**src/rtl/aalu_pkg.sv**
```systemverilog
// Package: shared operation codes for the accumulator ALU.
// Assumes a 3-bit operation field driven by the sequencer.
package aalu_pkg;

    typedef enum logic [2:0] {
        OP_ADD  = 3'd0,
        OP_ADDC = 3'd1,
        OP_SUBB = 3'd2,
        OP_AND  = 3'd3,
        OP_OR   = 3'd4,
        OP_XOR  = 3'd5,
        OP_MUL  = 3'd6,
        OP_DIV  = 3'd7
    } aalu_op_e;

    typedef enum logic [1:0] {
        LG_AND = 2'd0,
        LG_OR  = 2'd1,
        LG_XOR = 2'd2
    } aalu_lg_e;

endpackage

```
**src/rtl/aalu_addsub.sv**
```systemverilog
// Adder/subtractor with carry-chain taps.
// Computes a + b + cin, or a - b - borrow by adding the inverted operand.
// Reports the carry out of the midpoint and out of the top bit, inverted to
// borrows when subtracting. Overflow compares the carries into and out of the top bit.
// Assumes W >= HALF + 2.
module aalu_addsub #(
    parameter int W    = 8,
    parameter int HALF = W / 2
) (
    input  logic [W-1:0] a,
    input  logic [W-1:0] b,
    input  logic         cin,
    input  logic         sub,
    output logic [W-1:0] sum,
    output logic         cy,
    output logic         ac,
    output logic         ov
);
    localparam int MIDW = W - 1 - HALF;

    logic [W-1:0]  b_eff;
    logic          c_eff;
    logic [HALF:0] lo_sum;
    logic [MIDW:0] mid_sum;
    logic [1:0]    top_sum;
    logic          c_half;
    logic          c_into_top;
    logic          c_out;

    // Select the true or inverted operand and carry for the subtract path.
    always_comb begin
        b_eff = sub ? ~b : b;
        c_eff = sub ? ~cin : cin;
    end

    // Three slices expose the carry into bit HALF and the carry into the top bit.
    always_comb begin
        lo_sum     = {1'b0, a[HALF-1:0]} + {1'b0, b_eff[HALF-1:0]} + {{HALF{1'b0}}, c_eff};
        c_half     = lo_sum[HALF];
        mid_sum    = {1'b0, a[W-2:HALF]} + {1'b0, b_eff[W-2:HALF]} + {{MIDW{1'b0}}, c_half};
        c_into_top = mid_sum[MIDW];
        top_sum    = {1'b0, a[W-1]} + {1'b0, b_eff[W-1]} + {1'b0, c_into_top};
        c_out      = top_sum[1];
    end

    // Assemble the sum and the flags; a borrow is the complement of a carry.
    always_comb begin
        sum = {top_sum[0], mid_sum[MIDW-1:0], lo_sum[HALF-1:0]};
        cy  = sub ? ~c_out : c_out;
        ac  = sub ? ~c_half : c_half;
        ov  = c_into_top ^ c_out;
    end

endmodule

```
**src/rtl/aalu_logic.sv**
```systemverilog
// Bitwise unit: AND, OR or XOR of the two operands, chosen by sel.
// Assumes sel carries one of the three defined codes; any other code gives zero.
module aalu_logic #(
    parameter int W = 8
) (
    input  logic [W-1:0]       a,
    input  logic [W-1:0]       b,
    input  aalu_pkg::aalu_lg_e sel,
    output logic [W-1:0]       res
);
    import aalu_pkg::*;

    // Pick the requested bitwise function.
    always_comb begin
        unique case (sel)
            LG_AND:  res = a & b;
            LG_OR:   res = a | b;
            LG_XOR:  res = a ^ b;
            default: res = '0;
        endcase
    end

endmodule

```
**src/rtl/aalu_muldiv.sv**
```systemverilog
// Unsigned multiply and divide, both combinational.
// Multiply: {hi, lo} = a * b. Divide: lo = quotient, hi = remainder, using an
// unrolled restoring divider with one compare-subtract stage per quotient bit.
// Divide by zero returns a and b unchanged and raises ovf.
// Multiply raises ovf when the high byte is nonzero.
module aalu_muldiv #(
    parameter int W = 8
) (
    input  logic [W-1:0] a,
    input  logic [W-1:0] b,
    input  logic         is_div,
    output logic [W-1:0] lo,
    output logic [W-1:0] hi,
    output logic         ovf
);
    localparam int PW = 2 * W;

    logic [PW-1:0] prod;
    logic [W:0]    rem_stage [W+1];
    logic [W-1:0]  quot;
    logic          div_zero;

    // Full-width product.
    always_comb begin
        prod = PW'(a) * PW'(b);
    end

    assign rem_stage[0] = '0;

    // One restoring stage per quotient bit, from the most significant bit down.
    for (genvar s = 0; s < W; s++) begin : g_div_stage
        logic [W:0] shifted;
        logic       fits;
        always_comb begin
            shifted = {rem_stage[s][W-1:0], a[W-1-s]};
            fits    = (shifted >= {1'b0, b});
        end
        assign quot[W-1-s]    = fits;
        assign rem_stage[s+1] = fits ? (shifted - {1'b0, b}) : shifted;
    end

    assign div_zero = (b == '0);

    // Route the product or the quotient/remainder pair, with the overflow rule for each.
    always_comb begin
        if (is_div) begin
            if (div_zero) begin
                lo  = a;
                hi  = b;
                ovf = 1'b1;
            end else begin
                lo  = quot;
                hi  = rem_stage[W][W-1:0];
                ovf = 1'b0;
            end
        end else begin
            lo  = prod[W-1:0];
            hi  = prod[PW-1:W];
            ovf = (prod[PW-1:W] != '0);
        end
    end

endmodule

```
**src/rtl/aalu_core.sv**
```systemverilog
// Accumulator ALU top: decodes the operation, steers the operands to the
// add/subtract, bitwise and multiply/divide units, applies the flag rule for
// each operation class, and registers the two result bytes and four flags.
// Assumes a synchronous active-low reset and one operation per clock.
module aalu_core #(
    parameter int W = 8
) (
    input  logic         clk,
    input  logic         rst_n,
    input  logic [2:0]   op_i,
    input  logic [W-1:0] a_i,
    input  logic [W-1:0] b_i,
    input  logic         cy_i,
    input  logic         ac_i,
    input  logic         ov_i,
    output logic [W-1:0] res_lo_o,
    output logic [W-1:0] res_hi_o,
    output logic         cy_o,
    output logic         ac_o,
    output logic         ov_o,
    output logic         par_o
);
    import aalu_pkg::*;

    aalu_op_e     op;
    logic         as_sub;
    logic         as_cin;
    logic [W-1:0] as_sum;
    logic         as_cy;
    logic         as_ac;
    logic         as_ov;
    aalu_lg_e     lg_sel;
    logic [W-1:0] lg_res;
    logic [W-1:0] md_lo;
    logic [W-1:0] md_hi;
    logic         md_ovf;
    logic [W-1:0] nx_lo;
    logic [W-1:0] nx_hi;
    logic         nx_cy;
    logic         nx_ac;
    logic         nx_ov;

    // Decode the operation and set up the add/subtract controls.
    always_comb begin
        op     = aalu_op_e'(op_i);
        as_sub = (op == OP_SUBB);
        as_cin = (op == OP_ADD) ? 1'b0 : cy_i;
    end

    // Map the logical operation codes onto the bitwise unit's selector.
    always_comb begin
        unique case (op)
            OP_OR:   lg_sel = LG_OR;
            OP_XOR:  lg_sel = LG_XOR;
            default: lg_sel = LG_AND;
        endcase
    end

    aalu_addsub #(.W(W)) u_addsub (
        .a   (a_i),
        .b   (b_i),
        .cin (as_cin),
        .sub (as_sub),
        .sum (as_sum),
        .cy  (as_cy),
        .ac  (as_ac),
        .ov  (as_ov)
    );

    aalu_logic #(.W(W)) u_logic (
        .a   (a_i),
        .b   (b_i),
        .sel (lg_sel),
        .res (lg_res)
    );

    aalu_muldiv #(.W(W)) u_muldiv (
        .a      (a_i),
        .b      (b_i),
        .is_div (op == OP_DIV),
        .lo     (md_lo),
        .hi     (md_hi),
        .ovf    (md_ovf)
    );

    // Choose the result bytes and apply the flag rule for each operation class.
    always_comb begin
        nx_lo = lg_res;
        nx_hi = b_i;
        nx_cy = cy_i;
        nx_ac = ac_i;
        nx_ov = ov_i;
        unique case (op)
            OP_ADD, OP_ADDC, OP_SUBB: begin
                nx_lo = as_sum;
                nx_cy = as_cy;
                nx_ac = as_ac;
                nx_ov = as_ov;
            end
            OP_MUL, OP_DIV: begin
                nx_lo = md_lo;
                nx_hi = md_hi;
                nx_cy = 1'b0;
                nx_ov = md_ovf;
            end
            default: begin
                nx_lo = lg_res;
            end
        endcase
    end

    // Output register with synchronous active-low reset; parity comes from the next accumulator value.
    always_ff @(posedge clk) begin
        if (!rst_n) begin
            res_lo_o <= '0;
            res_hi_o <= '0;
            cy_o     <= 1'b0;
            ac_o     <= 1'b0;
            ov_o     <= 1'b0;
            par_o    <= 1'b0;
        end else begin
            res_lo_o <= nx_lo;
            res_hi_o <= nx_hi;
            cy_o     <= nx_cy;
            ac_o     <= nx_ac;
            ov_o     <= nx_ov;
            par_o    <= ^nx_lo;
        end
    end

endmodule

```
**config.mk**
```make
export PLATFORM = sky130hd
export DESIGN_NAME = aalu_core
export DESIGN_NICKNAME = d
export VERILOG_FILES = /design/src/rtl/aalu_pkg.sv /design/src/rtl/aalu_addsub.sv /design/src/rtl/aalu_logic.sv /design/src/rtl/aalu_muldiv.sv /design/src/rtl/aalu_core.sv
export SDC_FILE = /design/constraint.sdc
export NUM_CORES = 1
export LEC_CHECK = 0
export ABC_AREA = 1
export CAP_MARGIN = 25
export CORE_AREA = 2 2 125 127
export DETAILED_ROUTE_END_ITERATION = 8
export DIE_AREA = 0 0 127 129
export PLACE_DENSITY = 0.69
export SLEW_MARGIN = 20
export SYNTH_ARGS = -nofsm -noshare
export SYNTH_HDL_FRONTEND = slang
export SYNTH_SLANG_ARGS = --single-unit
```
**constraint.sdc**
```tcl
create_clock -name clk -period 17.4 [get_ports clk]
set_input_delay 1.74 -clock clk [delete_from_list [all_inputs] [get_ports clk]]
set_output_delay 1.74 -clock clk [all_outputs]
set_load 0.01 [all_outputs]
```
==> results of run 1 <==
==> cells by family (layout without fill, tap and decap cells) <==
logic type / count (synthesis) / after routing / synth area share, %
xor+xnor: 57 / 57 / 6.81
flops: 20 / 20 / 5.46
simple gates: 420 / 420 / 26.7
compound gates: 169 / 169 / 13.7
fa+ha+maj: 170 / 170 / 33.9
buf+inv: 248 / 282 / 13.5
==> power by group <==
part | switching, mW | internal [mW]
combinational | 0.643 | 0.397
sequential | 0.00171 | 0.0532
clock | 0.0152 | 0.0350
total | 0.660 | 0.485
==> layout make-up <==
| type | count | area [um^2] | share of cell area (%) |
|---|---|---|---|
| inverter | 225 | 852 | 10.6 |
| clock buffer | 4 | 88.8 | 1.10 |
| tap | 188 | 235 | 2.92 |
| multi-input combinational | 816 | 5960 | 74.1 |
| sequential | 20 | 400 | 4.98 |
| timing repair buffer | 53 | 508 | 6.32 |
==> layer usage <==
| metal | routed length, um | global-route usage (%) |
|---|---|---|
| met2 | 8830 | 41.0 |
| met1 | 9420 | 35.4 |
| met5 | 0 | 0 |
| met4 | 433 | 5.82 |
| met3 | 993 | 1.37 |
==> what timing repair did <==
action                                  4_1_cts  5_1_grt
resized for setup                             0        7
endpoints found under the setup margin        0       10
hold endpoints to repair                      0        0
hold buffers                                  0        0
==> stage by stage <==
| step | area (um^2) | util, % | std cells | setup TNS (ns) |
|---|---|---|---|---|
| after floorplan | 7330 | - | 1084 | 0 |
| final | 8040 | 53.7 | 1306 | 0 |
| after detailed placement | 7940 | 53.0 | 1302 | 0 |
| after CTS | 8030 | 53.6 | 1306 | 0 |
| after global routing | 8040 | 53.7 | 1306 | -0.0222 |
| after global placement | 7940 | 53.0 | 1302 | 0 |
==> state kept, by name (all words and copies together), names as in the netlist <==
signal / count
res_hi_o: 8
cy_o: 1
ov_o: 1
res_lo_o: 8
par_o: 1
ac_o: 1
==> cells in the final DEF (no fill, tap or decap), types with 4 or more instances in the layout <==
| cell | Yosys | layout |
|---|---|---|
| sky130_fd_sc_hd__nor2_1 | 59 | 59 |
| sky130_fd_sc_hd__nand4_1 | 13 | 13 |
| sky130_fd_sc_hd__clkdlybuf4s50_1 | 0 | 42 |
| sky130_fd_sc_hd__o21ai_2 | 6 | 6 |
| sky130_fd_sc_hd__or2_2 | 8 | 8 |
| sky130_fd_sc_hd__a31oi_1 | 6 | 6 |
| sky130_fd_sc_hd__nand2_2 | 10 | 10 |
| sky130_fd_sc_hd__o21bai_1 | 7 | 7 |
| sky130_fd_sc_hd__nand3_1 | 44 | 44 |
| sky130_fd_sc_hd__nor2_2 | 5 | 5 |
| sky130_fd_sc_hd__nor3_1 | 6 | 6 |
| sky130_fd_sc_hd__dfxtp_1 | 20 | 20 |
| sky130_fd_sc_hd__nand3_2 | 7 | 7 |
| sky130_fd_sc_hd__nand2_4 | 6 | 6 |
| sky130_fd_sc_hd__fa_1 | 48 | 48 |
| sky130_fd_sc_hd__inv_2 | 10 | 10 |
| sky130_fd_sc_hd__nand3b_1 | 5 | 5 |
| sky130_fd_sc_hd__a21oi_1 | 63 | 63 |
| sky130_fd_sc_hd__o211ai_1 | 6 | 6 |
| sky130_fd_sc_hd__xnor2_1 | 9 | 9 |
| sky130_fd_sc_hd__buf_4 | 4 | 10 |
| sky130_fd_sc_hd__inv_1 | 212 | 212 |
| sky130_fd_sc_hd__nand2_1 | 243 | 243 |
| sky130_fd_sc_hd__o221ai_1 | 8 | 8 |
| sky130_fd_sc_hd__xor2_1 | 48 | 48 |
| sky130_fd_sc_hd__o21ai_0 | 42 | 38 |
| sky130_fd_sc_hd__o21ai_1 | 15 | 19 |
| sky130_fd_sc_hd__ha_1 | 122 | 122 |
| sky130_fd_sc_hd__nand3_4 | 4 | 4 |
==> worst max-delay path: cells and delay by family <==
| kind | cells | cell delay, ns |
|---|---|---|
| adders and majority gates | 9 | 2.71 |
| and+or+nand+nor | 44 | 4.61 |
| buffers and inverters | 16 | 1.94 |
| AOI/OAI and AO/OA | 30 | 4.97 |
==> worst max-delay path by stage <==
stage,endpoint,start,slack [ns],depth (start not counted)
2_1_floorplan,par_o$_SDFF_PN0_,a_i[7],2.84,100
3_3_place_gp,par_o$_SDFF_PN0_,a_i[7],1.47,98
3_5_place_dp,par_o$_SDFF_PN0_,a_i[7],1.05,98
4_1_cts,par_o$_SDFF_PN0_,b_i[3],1.26,96
5_1_grt,par_o$_SDFF_PN0_,a_i[7],-0.02,101
6_report,par_o$_SDFF_PN0_,a_i[7],1.57,99
==> parameters.txt, run 1 <==
Parameter                              Value

STA
  Slew Limit Headroom ... 39.7%
  Fin worst setup slack ... 1.57 ns
  Count of final hold-check violations ... 0
  Achievable clock frequency ... 0.0632 GHz
  Shortest period the worst path allows ... approximately 16 ns
  Count of pins over their slew limit ... 0
  Post-route clock period utilization ... between 90% and 100%
  Final hold slack ... between 2 and 2.5 ns
  # setup viols final ... 0
  Least-Margin Pin Slew ... between 0.9 and 1 ns

CTS
  # H-tree levels ... 1
  Number of sinks on the clock net ... 20
  CTS clk-pin slew, worst paths ... 0.05 ns
  CTS Root Cell ... sky130_fd_sc_hd__clkbuf_16
  Number of post-CTS setup repair buffers ... 0
  TritonCTS Buffers ... 3
  TritonCTS clock tree ... done
  Clock Tree Buf Depth ... 2

Flow run
  Max-cap violations ... 0

Min path
  Path type of the worst min-delay path ... input pin to flop
  Terminating pin of the worst hold path ... ac_o$_SDFF_PN0_
  Worst min-delay path startpoint ... ac_i
  Hold path depth ... 3

Synth
  Most common cell in the synthesized netlist ... sky130_fd_sc_hd__nand2_1
  Synth Warn # ... 0
  Biggest area consumer among synthesized cells ... sky130_fd_sc_hd__ha_1
  Sequential area share after synthesis ... under 10%
  Avg Inst Size Synth ... 6.77 um^2
  Most frequent cells after synthesis ... 243 x sky130_fd_sc_hd__nand2_1, 212 x sky130_fd_sc_hd__inv_1, 122 x sky130_fd_sc_hd__ha_1
  Proportion of netlist area held by the largest area contributor ... between 20% and 30%
  Number of enable flip-flop cells after synthesis ... 0
  Number of storage elements in the synthesis netlist ... 20
  Leading register cell type out of synthesis ... sky130_fd_sc_hd__dfxtp_1
  Cells taking the most area after synthesis ... sky130_fd_sc_hd__ha_1 21%, sky130_fd_sc_hd__fa_1 13%, sky130_fd_sc_hd__nand2_1 12%
  Net Count, Synth ... about 1,300
  Post-Syn Area ... between 7000 and 8000 um^2
  Syn Inst Count ... about 1,100
  Number of library cell types mapped by synthesis ... 51
  Share of flip-flops with an asynchronous set or reset after synthesis ... 0%

Global route
  Initial antenna violation count ... 0
  Global-route wire length before repair ... 32,400 um
  Maximum number of pins on one net before global-route repair ... 21
  Number of global-route vias before repair ... 6,452
  Global-route usage over all layers ... about 25%
  Leftover overflow at the end of global routing ... 0

Floorplanning
  Initial Util ... 49.0%
  DIE AREA ... 16,400 um^2
  Area inside the core boundary ... 15,000 um^2
  Floorplan die width ... 127 um
  Number of primary I/O pins ... 44
  Rows ... 45
  Floorplan die height ... 129 um

Power and ir drop
  Sum of internal, switching and leakage power ... roughly 1.1 mW
  Maximum VDD drop ... ~150 uV
  Pwr per Cell Area ... 142 nW/um^2
  Cell leakage power ... 4.61 nW

Placed design
  Post-placement worst setup slack ... between 1 and 1.5 ns
  PortBufs ... 43
  Post-detailed-placement half-perimeter wirelength ... 15,900 um
  Final RePlAce weighted congestion ... 0.942

Routing
  First drt pass iteration count ... 5
  Vias post-DR ... 6,791
  Remaining number of nets flagged by the antenna check after routing ... 0
  Number of DRC markers in iteration 0 ... 580
  Routed vias/inst ... 5.20
  Detail-routed net length per standard cell ... ~15 um
  Routed Wire Length ... 19,700 um
  DRC viols ... 0

Setup path
  Delay of the slowest cell on the worst path ... 0.45 ns
  Maximum net fanout on the critical path ... 14
  Data arrival time of the worst path ... 15.99 ns
  CP required ... 17.56 ns
  Top cell by count, worst path ... sky130_fd_sc_hd__nand2_1
  Type of origin of the critical path ... input pin
  Setup crit end kind ... flop
  Startpoint-to-endpoint class of the critical path ... input pin to flop
  Crit path max-delay cell type ... sky130_fd_sc_hd__clkdlybuf4s50_1

Layout
  Fill cells ... around 1,500
  Share of layout cells above drive strength 1 ... ~7.6%
  Final antenna diode count ... 0
  Nets ... 1,313
  Area growth from synthesis to layout ... 9.66%

Run status
  Status ... completed
Power figures use the tool's default switching activity.
==> run 2: changes to the inputs <==
==> constraint.sdc (replaced) <==
create_clock -name clk -period 17.4 [get_ports clk]
set_input_delay 1.74 -clock clk [delete_from_list [all_inputs] [get_ports clk]]
set_output_delay 1.74 -clock clk [all_outputs]
set_load 0.05 [all_outputs]
==> results of run 2 <==
The final DEF is identical to that of run 1. Status: completed.
Main changes from that run: total power 1.14 mW -> 1.17 mW; worst IR drop on VDD 154 uV -> 155 uV
